==> src/rtl/bpu_pkg.sv <==
package bpu_pkg;

  // Report state of the shared data-error line
  typedef enum logic [1:0] {
    DERR_IDLE = 2'd0,  // released
    DERR_LOW  = 2'd1,  // driven low
    DERR_HIGH = 2'd2   // driven high for one clock before release
  } derr_state_e;

  // Broadcast command code on the command/byte-enable lines
  localparam logic [3:0] CMD_BROADCAST = 4'b0001;

  // Status strobe bit positions
  localparam int unsigned STAT_DET = 0;
  localparam int unsigned STAT_SIG = 1;
  localparam int unsigned STAT_W   = 2;

endpackage

==> src/rtl/bpu_rst_sync.sv <==
module bpu_rst_sync #(
  parameter int unsigned STAGES = 2
) (
  input  logic clk,
  input  logic rst_n,
  output logic rst_sync_n
);

  logic [STAGES-1:0] sh_q;
  logic [STAGES-1:0] sh_d;

  always_comb begin
    sh_d = {sh_q[STAGES-2:0], 1'b1};
  end

  always_ff @(posedge clk or negedge rst_n) begin
    if (!rst_n) sh_q <= '0;
    else        sh_q <= sh_d;
  end

  assign rst_sync_n = sh_q[STAGES-1];

endmodule

==> src/rtl/bpu_par_gen.sv <==
module bpu_par_gen #(
  parameter int unsigned DATA_W = 32,
  parameter int unsigned CMD_W  = 4
) (
  input  logic              clk,
  input  logic              rst_n,
  input  logic [DATA_W-1:0] data_i,
  input  logic [CMD_W-1:0]  cmd_be_n_i,
  input  logic              drive_i,
  output logic              parity_o,
  output logic              parity_oe_o
);

  localparam int unsigned PROT_W = DATA_W + CMD_W;

  logic [PROT_W-1:0] prot_vec;
  logic              par_d, par_q;
  logic              oe_d, oe_q;

  always_comb begin
    prot_vec = {data_i, cmd_be_n_i};
    par_d    = ^prot_vec;
    oe_d     = drive_i;
  end

  always_ff @(posedge clk or negedge rst_n) begin
    if (!rst_n) begin
      par_q <= 1'b0;
      oe_q  <= 1'b0;
    end else begin
      par_q <= par_d;
      oe_q  <= oe_d;
    end
  end

  assign parity_o    = par_q;
  assign parity_oe_o = oe_q;

  // the enable only rises after a cycle in which the agent drove
  a_r2_oe_after_drive: assert property (@(posedge clk) disable iff (!rst_n)
    $rose(parity_oe_o) |-> $past(drive_i));

endmodule

==> src/rtl/bpu_par_chk.sv <==
module bpu_par_chk
  import bpu_pkg::*;
#(
  parameter int unsigned DATA_W = 32,
  parameter int unsigned CMD_W  = 4
) (
  input  logic              clk,
  input  logic              rst_n,
  input  logic [DATA_W-1:0] data_i,
  input  logic [CMD_W-1:0]  cmd_be_n_i,
  input  logic              parity_i,
  input  logic              addr_phase_i,
  input  logic              xfer_i,
  input  logic              drive_i,
  output logic              addr_err_o,
  output logic              data_err_o,
  output logic              broadcast_o
);

  localparam int unsigned PROT_W = DATA_W + CMD_W;
  localparam logic [CMD_W-1:0] BCAST = CMD_W'(CMD_BROADCAST);

  logic [PROT_W-1:0] prot_vec;
  logic              exp_d, exp_q;
  logic              achk_d, achk_q;
  logic              dchk_d, dchk_q;
  logic              bc_d, bc_q;
  logic [CMD_W-1:0]  cmd_q;
  logic              cmd_en;
  logic              mism;

  always_comb begin
    prot_vec = {data_i, cmd_be_n_i};
    exp_d    = ^prot_vec;
    achk_d   = addr_phase_i & ~drive_i;
    dchk_d   = xfer_i & ~drive_i;
    bc_d     = dchk_d & (cmd_q == BCAST);
    cmd_en   = addr_phase_i;
  end

  always_ff @(posedge clk or negedge rst_n) begin
    if (!rst_n) begin
      exp_q  <= 1'b0;
      achk_q <= 1'b0;
      dchk_q <= 1'b0;
      bc_q   <= 1'b0;
    end else begin
      exp_q  <= exp_d;
      achk_q <= achk_d;
      dchk_q <= dchk_d;
      bc_q   <= bc_d;
    end
  end

  always_ff @(posedge clk or negedge rst_n) begin
    if (!rst_n)      cmd_q <= '0;
    else if (cmd_en) cmd_q <= cmd_be_n_i;
  end

  always_comb begin
    mism        = exp_q ^ parity_i;
    addr_err_o  = achk_q & mism;
    data_err_o  = dchk_q & mism;
    broadcast_o = bc_q;
  end

  // a cycle driven by this agent never produces an error one clock later
  a_r10_no_check_when_driving: assert property (@(posedge clk) disable iff (!rst_n)
    $past(drive_i) |-> !(addr_err_o || data_err_o));

endmodule

==> src/rtl/bpu_derr_drv.sv <==
module bpu_derr_drv
  import bpu_pkg::*;
(
  input  logic clk,
  input  logic rst_n,
  input  logic fire_i,
  output logic err_n_o,
  output logic err_oe_o
);

  derr_state_e state_q, state_d;

  always_comb begin
    state_d = state_q;
    if (fire_i) begin
      state_d = DERR_LOW;
    end else begin
      case (state_q)
        DERR_LOW:  state_d = DERR_HIGH;
        DERR_HIGH: state_d = DERR_IDLE;
        default:   state_d = DERR_IDLE;
      endcase
    end
  end

  always_ff @(posedge clk or negedge rst_n) begin
    if (!rst_n) state_q <= DERR_IDLE;
    else        state_q <= state_d;
  end

  assign err_oe_o = (state_q != DERR_IDLE);
  assign err_n_o  = (state_q != DERR_LOW);

  // release only follows a cycle driven high
  a_r4_high_before_release: assert property (@(posedge clk) disable iff (!rst_n)
    $fell(err_oe_o) |-> $past(err_n_o));

  // a report request drives the line low in the next cycle
  a_r4_fire_drives_low: assert property (@(posedge clk) disable iff (!rst_n)
    fire_i |=> (err_oe_o && !err_n_o));

  // after a low cycle with no new request the line is driven high
  a_r4_low_then_high: assert property (@(posedge clk) disable iff (!rst_n)
    (err_oe_o && !err_n_o && !fire_i) |=> (err_oe_o && err_n_o));

endmodule

==> src/rtl/bpu_status.sv <==
module bpu_status
  import bpu_pkg::*;
(
  input  logic              clk,
  input  logic              rst_n,
  input  logic              det_set_i,
  input  logic              sig_set_i,
  input  logic [STAT_W-1:0] clr_i,
  output logic              det_o,
  output logic              sig_o
);

  logic det_d, det_q;
  logic sig_d, sig_q;

  always_comb begin
    det_d = det_set_i | (det_q & ~clr_i[STAT_DET]);
    sig_d = sig_set_i | (sig_q & ~clr_i[STAT_SIG]);
  end

  always_ff @(posedge clk or negedge rst_n) begin
    if (!rst_n) begin
      det_q <= 1'b0;
      sig_q <= 1'b0;
    end else begin
      det_q <= det_d;
      sig_q <= sig_d;
    end
  end

  assign det_o = det_q;
  assign sig_o = sig_q;

  // a set bit stays set unless its clear strobe is given
  a_r11_det_sticky: assert property (@(posedge clk) disable iff (!rst_n)
    (det_o && !clr_i[STAT_DET]) |=> det_o);

  // a set request wins over a simultaneous clear
  a_r11_set_wins: assert property (@(posedge clk) disable iff (!rst_n)
    det_set_i |=> det_o);

endmodule

==> src/rtl/bus_parity_unit.sv <==
module bus_parity_unit
  import bpu_pkg::*;
#(
  parameter int unsigned DATA_W    = 32,
  parameter int unsigned CMD_W     = 4,
  parameter int unsigned RST_SYNC  = 2
) (
  input  logic              clk,
  input  logic              rst_n,
  input  logic [DATA_W-1:0] bus_data_i,
  input  logic [CMD_W-1:0]  bus_cmd_be_n_i,
  input  logic              parity_i,
  input  logic              addr_phase_i,
  input  logic              xfer_i,
  input  logic              drive_i,
  input  logic              derr_resp_en_i,
  input  logic              sys_err_en_i,
  input  logic [STAT_W-1:0] stat_clr_i,
  output logic              parity_o,
  output logic              parity_oe_o,
  output logic              data_err_n_o,
  output logic              data_err_oe_o,
  output logic              sys_err_pd_o,
  output logic              det_parity_err_o,
  output logic              sig_sys_err_o
);

  logic rst_i_n;
  logic addr_err, data_err, bcast;
  logic derr_fire, serr_fire, any_err;
  logic pd_q;

  bpu_rst_sync #(.STAGES(RST_SYNC)) u_rst_sync (
    .clk        (clk),
    .rst_n      (rst_n),
    .rst_sync_n (rst_i_n)
  );

  bpu_par_gen #(.DATA_W(DATA_W), .CMD_W(CMD_W)) u_gen (
    .clk         (clk),
    .rst_n       (rst_i_n),
    .data_i      (bus_data_i),
    .cmd_be_n_i  (bus_cmd_be_n_i),
    .drive_i     (drive_i),
    .parity_o    (parity_o),
    .parity_oe_o (parity_oe_o)
  );

  bpu_par_chk #(.DATA_W(DATA_W), .CMD_W(CMD_W)) u_chk (
    .clk          (clk),
    .rst_n        (rst_i_n),
    .data_i       (bus_data_i),
    .cmd_be_n_i   (bus_cmd_be_n_i),
    .parity_i     (parity_i),
    .addr_phase_i (addr_phase_i),
    .xfer_i       (xfer_i),
    .drive_i      (drive_i),
    .addr_err_o   (addr_err),
    .data_err_o   (data_err),
    .broadcast_o  (bcast)
  );

  always_comb begin
    derr_fire = data_err & ~bcast & derr_resp_en_i;
    serr_fire = addr_err & sys_err_en_i;
    any_err   = addr_err | data_err;
  end

  bpu_derr_drv u_derr (
    .clk      (clk),
    .rst_n    (rst_i_n),
    .fire_i   (derr_fire),
    .err_n_o  (data_err_n_o),
    .err_oe_o (data_err_oe_o)
  );

  always_ff @(posedge clk or negedge rst_i_n) begin
    if (!rst_i_n) pd_q <= 1'b0;
    else          pd_q <= serr_fire;
  end

  assign sys_err_pd_o = pd_q;

  bpu_status u_stat (
    .clk       (clk),
    .rst_n     (rst_i_n),
    .det_set_i (any_err),
    .sig_set_i (serr_fire),
    .clr_i     (stat_clr_i),
    .det_o     (det_parity_err_o),
    .sig_o     (sig_sys_err_o)
  );

  // a system-error pull-down is always accompanied by the signalled bit
  a_r8_pd_sets_sig: assert property (@(posedge clk) disable iff (!rst_i_n)
    sys_err_pd_o |-> sig_sys_err_o);

  // a data error inside a broadcast transaction never starts a low drive
  a_r7_broadcast_quiet: assert property (@(posedge clk) disable iff (!rst_i_n)
    (data_err && bcast) |=> !(data_err_oe_o && !data_err_n_o));

  // with reporting disabled, a data error does not start a low drive
  a_r6_resp_off_quiet: assert property (@(posedge clk) disable iff (!rst_i_n)
    (data_err && !derr_resp_en_i && !(data_err_oe_o && !data_err_n_o))
      |=> !(data_err_oe_o && !data_err_n_o));

endmodule

==> config.mk <==
export PLATFORM = sky130hd
export DESIGN_NAME = bus_parity_unit
export DESIGN_NICKNAME = d
export VERILOG_FILES = /design/src/rtl/bpu_pkg.sv /design/src/rtl/bpu_rst_sync.sv /design/src/rtl/bpu_par_gen.sv /design/src/rtl/bpu_par_chk.sv /design/src/rtl/bpu_derr_drv.sv /design/src/rtl/bpu_status.sv /design/src/rtl/bus_parity_unit.sv
export SDC_FILE = /design/constraint.sdc
export NUM_CORES = 1
export LEC_CHECK = 0
export ABC_AREA = 1
export BUFFER_PORTS_ARGS = -buffer_cell sky130_fd_sc_hd__buf_2
export CELL_PAD_IN_SITES_DETAIL_PLACEMENT = 1
export CELL_PAD_IN_SITES_GLOBAL_PLACEMENT = 1
export CORE_AREA = 8 8 88 90
export CTS_BUF_LIST = sky130_fd_sc_hd__clkbuf_8
export DETAILED_ROUTE_END_ITERATION = 6
export DIE_AREA = 0 0 96 98
export PLACE_DENSITY = 0.74
export SYNTH_ARGS = -nofsm -noshare
export SYNTH_HDL_FRONTEND = slang
export SYNTH_HIERARCHICAL = 1
export SYNTH_SLANG_ARGS = --single-unit
==> constraint.sdc <==
create_clock -name clk -period 0.8 [get_ports clk]
set_clock_uncertainty 0.1 [all_clocks]
set_input_delay 0.16 -clock clk [delete_from_list [all_inputs] [get_ports clk]]
set_output_delay 0.16 -clock clk [all_outputs]
set_load 0.02 [all_outputs]
Yosys cells after proc, flatten, opt, wreduce, memory -nomap -nowiden

Index checks and enable logic that the tools add are counted.

Equal/unequal tests: 3
Multiplexer cells: 2
Bitwise gates (word level): 18
Reduce and logical (&&, ||, !) cells: 2

Operators by type and width:

| cell                 | count |
|---|---|
| $reduce_xor A36 Y1   | 1 |
| $and A1 B1 Y1        | 10 |
| $eq A4 B1 Y1 const B | 1 |
| $mux W2              | 2 |
| $not A1 Y1           | 4 |
| $or A1 B1 Y1         | 3 |
| $eq A2 B1 Y1 const B | 1 |
| $ne A2 B1 Y1 const B | 1 |
| $reduce_bool A2 Y1   | 1 |
| $xor A1 B1 Y1        | 1 |

Flip-flop bits (word level): 16
Input bits: 46
Output and inout port bits: 7

Longest topological paths before layout

Word-level depth: 5
Depth in mapped cells: 13
Depth with buffers taken out: 13

Hierarchy

The synthesis kept the hierarchy.

Modules (own cells, without submodules):

| module          | instances | cells each | area each (µm²) | seq. area each (µm²) |
|---|---|---|---|---|
| bpu_par_chk     | 1         | 178        | 972.2           | 200.2 |
| bpu_par_gen     | 1         | 172        | 814.5           | 50.0 |
| bpu_status      | 1         | 10         | 80.1            | 50.0 |
| bpu_derr_drv    | 1         | 6          | 67.6            | 50.0 |
| bpu_rst_sync    | 1         | 3          | 53.8            | 50.0 |
| bus_parity_unit | 1         | 6          | 46.3            | 25.0 |

Worst setup path after synthesis

OpenSTA, ideal clock, no wires.

Path kind: flip-flop to flip-flop
Start: reg u_chk.exp_q
End: reg u_stat.det_q, in the netlist u_stat/det_o
Data arrival time: 0.873 ns
Slack: -0.290 ns
Stages on the path, launching flop included: 6
Period minus slack after synthesis: 1.090 ns
Path through: dfrtp_1 > xnor2_1 > nor2_1 > or2_1 > inv_1 > nand2_1

Cells in the longest elaborated chain, start to end: 4
Elaborated cells between the ends (all ways): 5
Those cells by class: bitwise: 5

RTL lines:

| element                | line                  | RTL |
|---|---|---|
| start, declared        | bpu_par_chk.sv:24     | `logic exp_d, exp_q;` |
| start signal, assigned | bpu_par_chk.sv:48     | `exp_q <= exp_d;` |
| $xor A1 B1 Y1          | bpu_par_chk.sv:61     | `mism = exp_q ^ parity_i;` |
| $and A1 B1 Y1          | bpu_par_chk.sv:62     | `addr_err_o = achk_q & mism;` |
| named net addr_err     | bus_parity_unit.sv:29 | `logic addr_err, data_err, bcast;` |
| $or A1 B1 Y1           | bus_parity_unit.sv:66 | `any_err = addr_err \| data_err;` |
| named net any_err      | bus_parity_unit.sv:30 | `logic derr_fire, serr_fire, any_err;` |
| $or A1 B1 Y1           | bpu_status.sv:17      | `det_d = det_set_i \| (det_q & ~clr_i[STAT_DET]);` |
| named net u_stat.det_d | bpu_status.sv:13      | `logic det_d, det_q;` |
| end signal, assigned   | bpu_status.sv:26      | `det_q <= det_d;` |
| end, declared          | bpu_status.sv:13      |  |

The timed path passes the listed nets, and every way through them passes these cells.
A chain may end at the register's enable or synchronous reset.

Final worst setup path

Start: reg u_derr.state_q[0]
End: out data_err_oe_o

Cells in the longest elaborated chain, start to end: 1

RTL lines:

| element                | line                  | RTL |
|---|---|---|
| start, declared        | bpu_derr_drv.sv:11    | `derr_state_e state_q, state_d;` |
| start signal, assigned | bpu_derr_drv.sv:28    | `else state_q <= state_d;` |
| $reduce_bool A2 Y1     | bpu_derr_drv.sv:31    | `assign err_oe_o = (state_q != DERR_IDLE);` |
| end, declared          | bus_parity_unit.sv:22 | `output logic data_err_oe_o,` |

Every way passes these cells.

==> impl_metrics.py <==
metrics = {
    "placement": {
        "place_inst": 517,
        "portBuffers": 52,
        "hpwlAfterDp_mm": 4.95,
        "gp_congestion": 0.720,
        "place_ws_ns": -0.606,
    },
    "clock_tree": {
        "clockRootBuffer": "clkbuf_8",
        "cts_buffers": 3,
        "cts_tree": "built",
        "clkSinkCount": 17,
        "h-tree-depth": 1,
        "clkLatencyLatePin_ns": 0.25,
        "clockBufferDepth": 2,
        "clk_pin_slew_ns": 0.06,
    },
    "final_layout": {
        "antenna_cells": 0,
        "drive_above_1_share_pct": 48.3,
        "area_growth_pct": 62.5,
        "final-instance-count-excl-fill": 525,
        "nets": 492,
        "layout_common_cells": "163 x nand2_1, 59 x nand2_2, 28 x buf_6, 27 x inv_2, 26 x inv_1",
        "fillCellCount": 850,
        "final_common_cell": "nand2_1",
    },
    "sta": {
        "finalSetupViolCount": 14,
        "final-hold-violation-count": 0,
        "setup_ws_ns": -0.470,
        "maxSlewViolCount": 0,
        "rsz0062_at_grt": "true",
        "period_minus_slack_ns": 1.27,
        "fmax_ghz": 0.787,
        "min_period_over_period_pct": 159,
        "fin_setup_tns_ns": -3.92,
    },
    "drt": {
        "drc": 0,
        "dr_total_vias": 2370,
        "drt-pass1-iter-count": 2,
        "drtIter0Drc": 32,
        "vias_per_cell": 4.51,
        "wl_mm": 6.40,
        "ant_nets": 0,
        "routedWlPerCell_um": 12.2,
    },
    "global_routing": {
        "grt_antenna_before_repair": 0,
        "grt_overflow": 0,
        "first_global_vias": 2627,
        "grt_pass1_wl_mm": 10.6,
        "track_usage_pct": 13.4,
        "grt_max_degree": 10,
    },
    "die": {
        "core-area_um2": 6490,
        "boundaryPins": 53,
        "dieHeight_um": 98,
        "initial_core_util_pct": 31.3,
        "die_area_um2": 9410,
        "rows": 30,
        "die_x_um": 96,
    },
    "synthesis": {
        "mappedNetlistNets": 421,
        "yosys_warnings": 6,
        "synthCells": 375,
        "synth_top_area_share_pct": 39.5,
        "ys_types": 15,
        "yosysTopAreaCell": "nand2_1",
        "yosys-top-cells-area": "nand2_1 39%, dfrtp_1 21%, xnor2_1 9.9%",
        "synth_area_um2": 2030,
        "ys_seq_area_share_pct": 20.9,
        "avgSynthCellArea_um2": 5.43,
        "synth-seq-cells": 17,
    },
    "setup_path": {
        "worst-path-stages": 2,
        "crit_path_cell_trace": "or2_4 -> buf_6",
        "cp-end-kind": "output pin",
        "crit_required_ns": 0.54,
        "r2r_cells": 5,
        "start_kind": "flop",
        "max_stage_delay_ns": 0.38,
        "worst_ep_arrival_time_ns": 1.01,
        "path_buf_inv": 1,
        "cp_slowest_cell": "dfrtp_1",
        "crit_type": "reg -> out",
        "path_max_fanout": 2,
        "crit_family": "flip-flops",
    },
    "pwr": {
        "power_frac_comb_pct": 58.8,
        "p_seq_share_pct": 25.9,
        "p_sw_uw": 1720,
        "pwr-share-clk_pct": 15.4,
        "switching_share_pct": 41.4,
        "power_density_nw_per_um2": 1250,
        "irDropWorstVdd_uv": 742,
        "internal_power_uw": 2430,
        "leakagePower_uw": 0.00185,
    },
    "status": {
        "status": "finished with violations",
        "violations": "setup timing",
    },
    "min_path": {
        "whs_path_depth": 3,
        "hold_path.class": "in -> reg",
    },
    "flow_run": {
        "cap_violations": 0,
    },
}
[registers in the layout, indices dropped and copies added, names as in the netlist]
name,cells
u_chk/cmd_q,4
u_derr/state_q,2
u_rst_sync/sh_q,2
sys_err_pd_o,1
u_chk/achk_q,1
u_chk/broadcast_o,1
u_chk/dchk_q,1
u_chk/exp_q,1
u_gen/parity_o,1
u_gen/parity_oe_o,1
u_stat/det_o,1
u_stat/sig_o,1
[cell type report]
type	instances	area, µm²	share of cell area (%)
tap	80	100	3.03
inverter	59	241	7.31
multi-input combinational	299	1900	57.5
sequential	17	425	12.9
timing repair buffer	66	593	17.9
clock inverter	1	3.75	0.114
clock buffer	3	41.3	1.25
[kinds of logic (layout without fill, tap and decap cells)]
group / count (synthesis) / after routing / share of synthesized area [%]
other: 1 / 1 / 0.184
AO/OA/AOI/OAI: 4 / 4 / 0.984
buffers and inverters: 59 / 129 / 10.9
flip-flops: 17 / 17 / 20.9
XOR/XNOR: 34 / 34 / 14.6
AND/OR/NAND/NOR: 260 / 260 / 52.4
[synth_stat cells]
cell type / n
nand3_1: 9
nand3_2: 4
xnor2_1: 23
nor3_1: 1
nand2_1: 214
xor2_1: 11
conb_1: 1
o21ai_0: 4
or2_1: 2
inv_1: 53
nor2_2: 1
nor2_1: 11
nand2_2: 18
inv_2: 6
dfrtp_1: 17
[path summary, 6_finish.rpt]
check | from | end | slack [ns]
hold reg to reg | u_rst_sync/sh_q[1] | u_gen/parity_oe_o | 0.06
setup / recovery | u_derr/state_q[0] | data_err_oe_o | -0.47
min in group asynchronous | u_rst_sync/sh_q[1] | u_gen/parity_oe_o | 0.06
setup reg to reg | u_chk/exp_q | u_stat/det_o | -0.38
hold / removal | sys_err_en_i | sys_err_pd_o | 0.02
max in group asynchronous | rst_n | u_rst_sync/sh_q[1] | 0.38
[layer usage]
metal | track usage [%] | vias up | part of all wire (%)
met5 | 0 | - | 0
met4 | 3.91 | 0 | 1.1
met3 | 2.07 | 7 | 4.8
met2 | 25.6 | 42 | 56
met1 | 14.1 | 1102 | 38
li1 | - | 1219 | -
[worst min-delay path, cell delays in order]
cell and delay [ns]:
buf_2 0.08, nand2_1 0.05, inv_2 0.05
[power groups by stage]
stage	Sequential [µW]	Combinational, µW	Clock [µW]
after detailed placement	1070	1760	0
after global placement	1060	1660	0
after global routing	1090	2690	687
after CTS	1070	2160	666
after floorplan	1130	1090	0
final	1070	2440	637
[per-stage QoR]
| stage | hold WS [ns] | utilization [%] | instance area (µm²) | power [µW] |
|---|---|---|---|---|
| after detailed placement | -0.151 | 38.8 | 2520 | 2820 |
| after global routing | 0.0324 | 50.9 | 3310 | 4470 |
| final | 0.0156 | 50.9 | 3310 | 4150 |
| after global placement | -0.148 | 38.8 | 2520 | 2720 |
| after CTS | 0.0192 | 46.4 | 3010 | 3900 |
| after floorplan | -0.236 | - | 2080 | 2210 |
[repair_timing]
| action | 4_1_cts | 5_1_grt |
|---|---|---|
| hold endpoints to repair | 2 | 0 |
| hold buffers | 1 | 0 |
| pin swaps | 69 | 67 |
| resized for setup | 130 | 81 |
| endpoints found under the setup margin | 15 | 17 |
| setup buffers | 2 | 1 |
(Power assumes the default switching activity.)
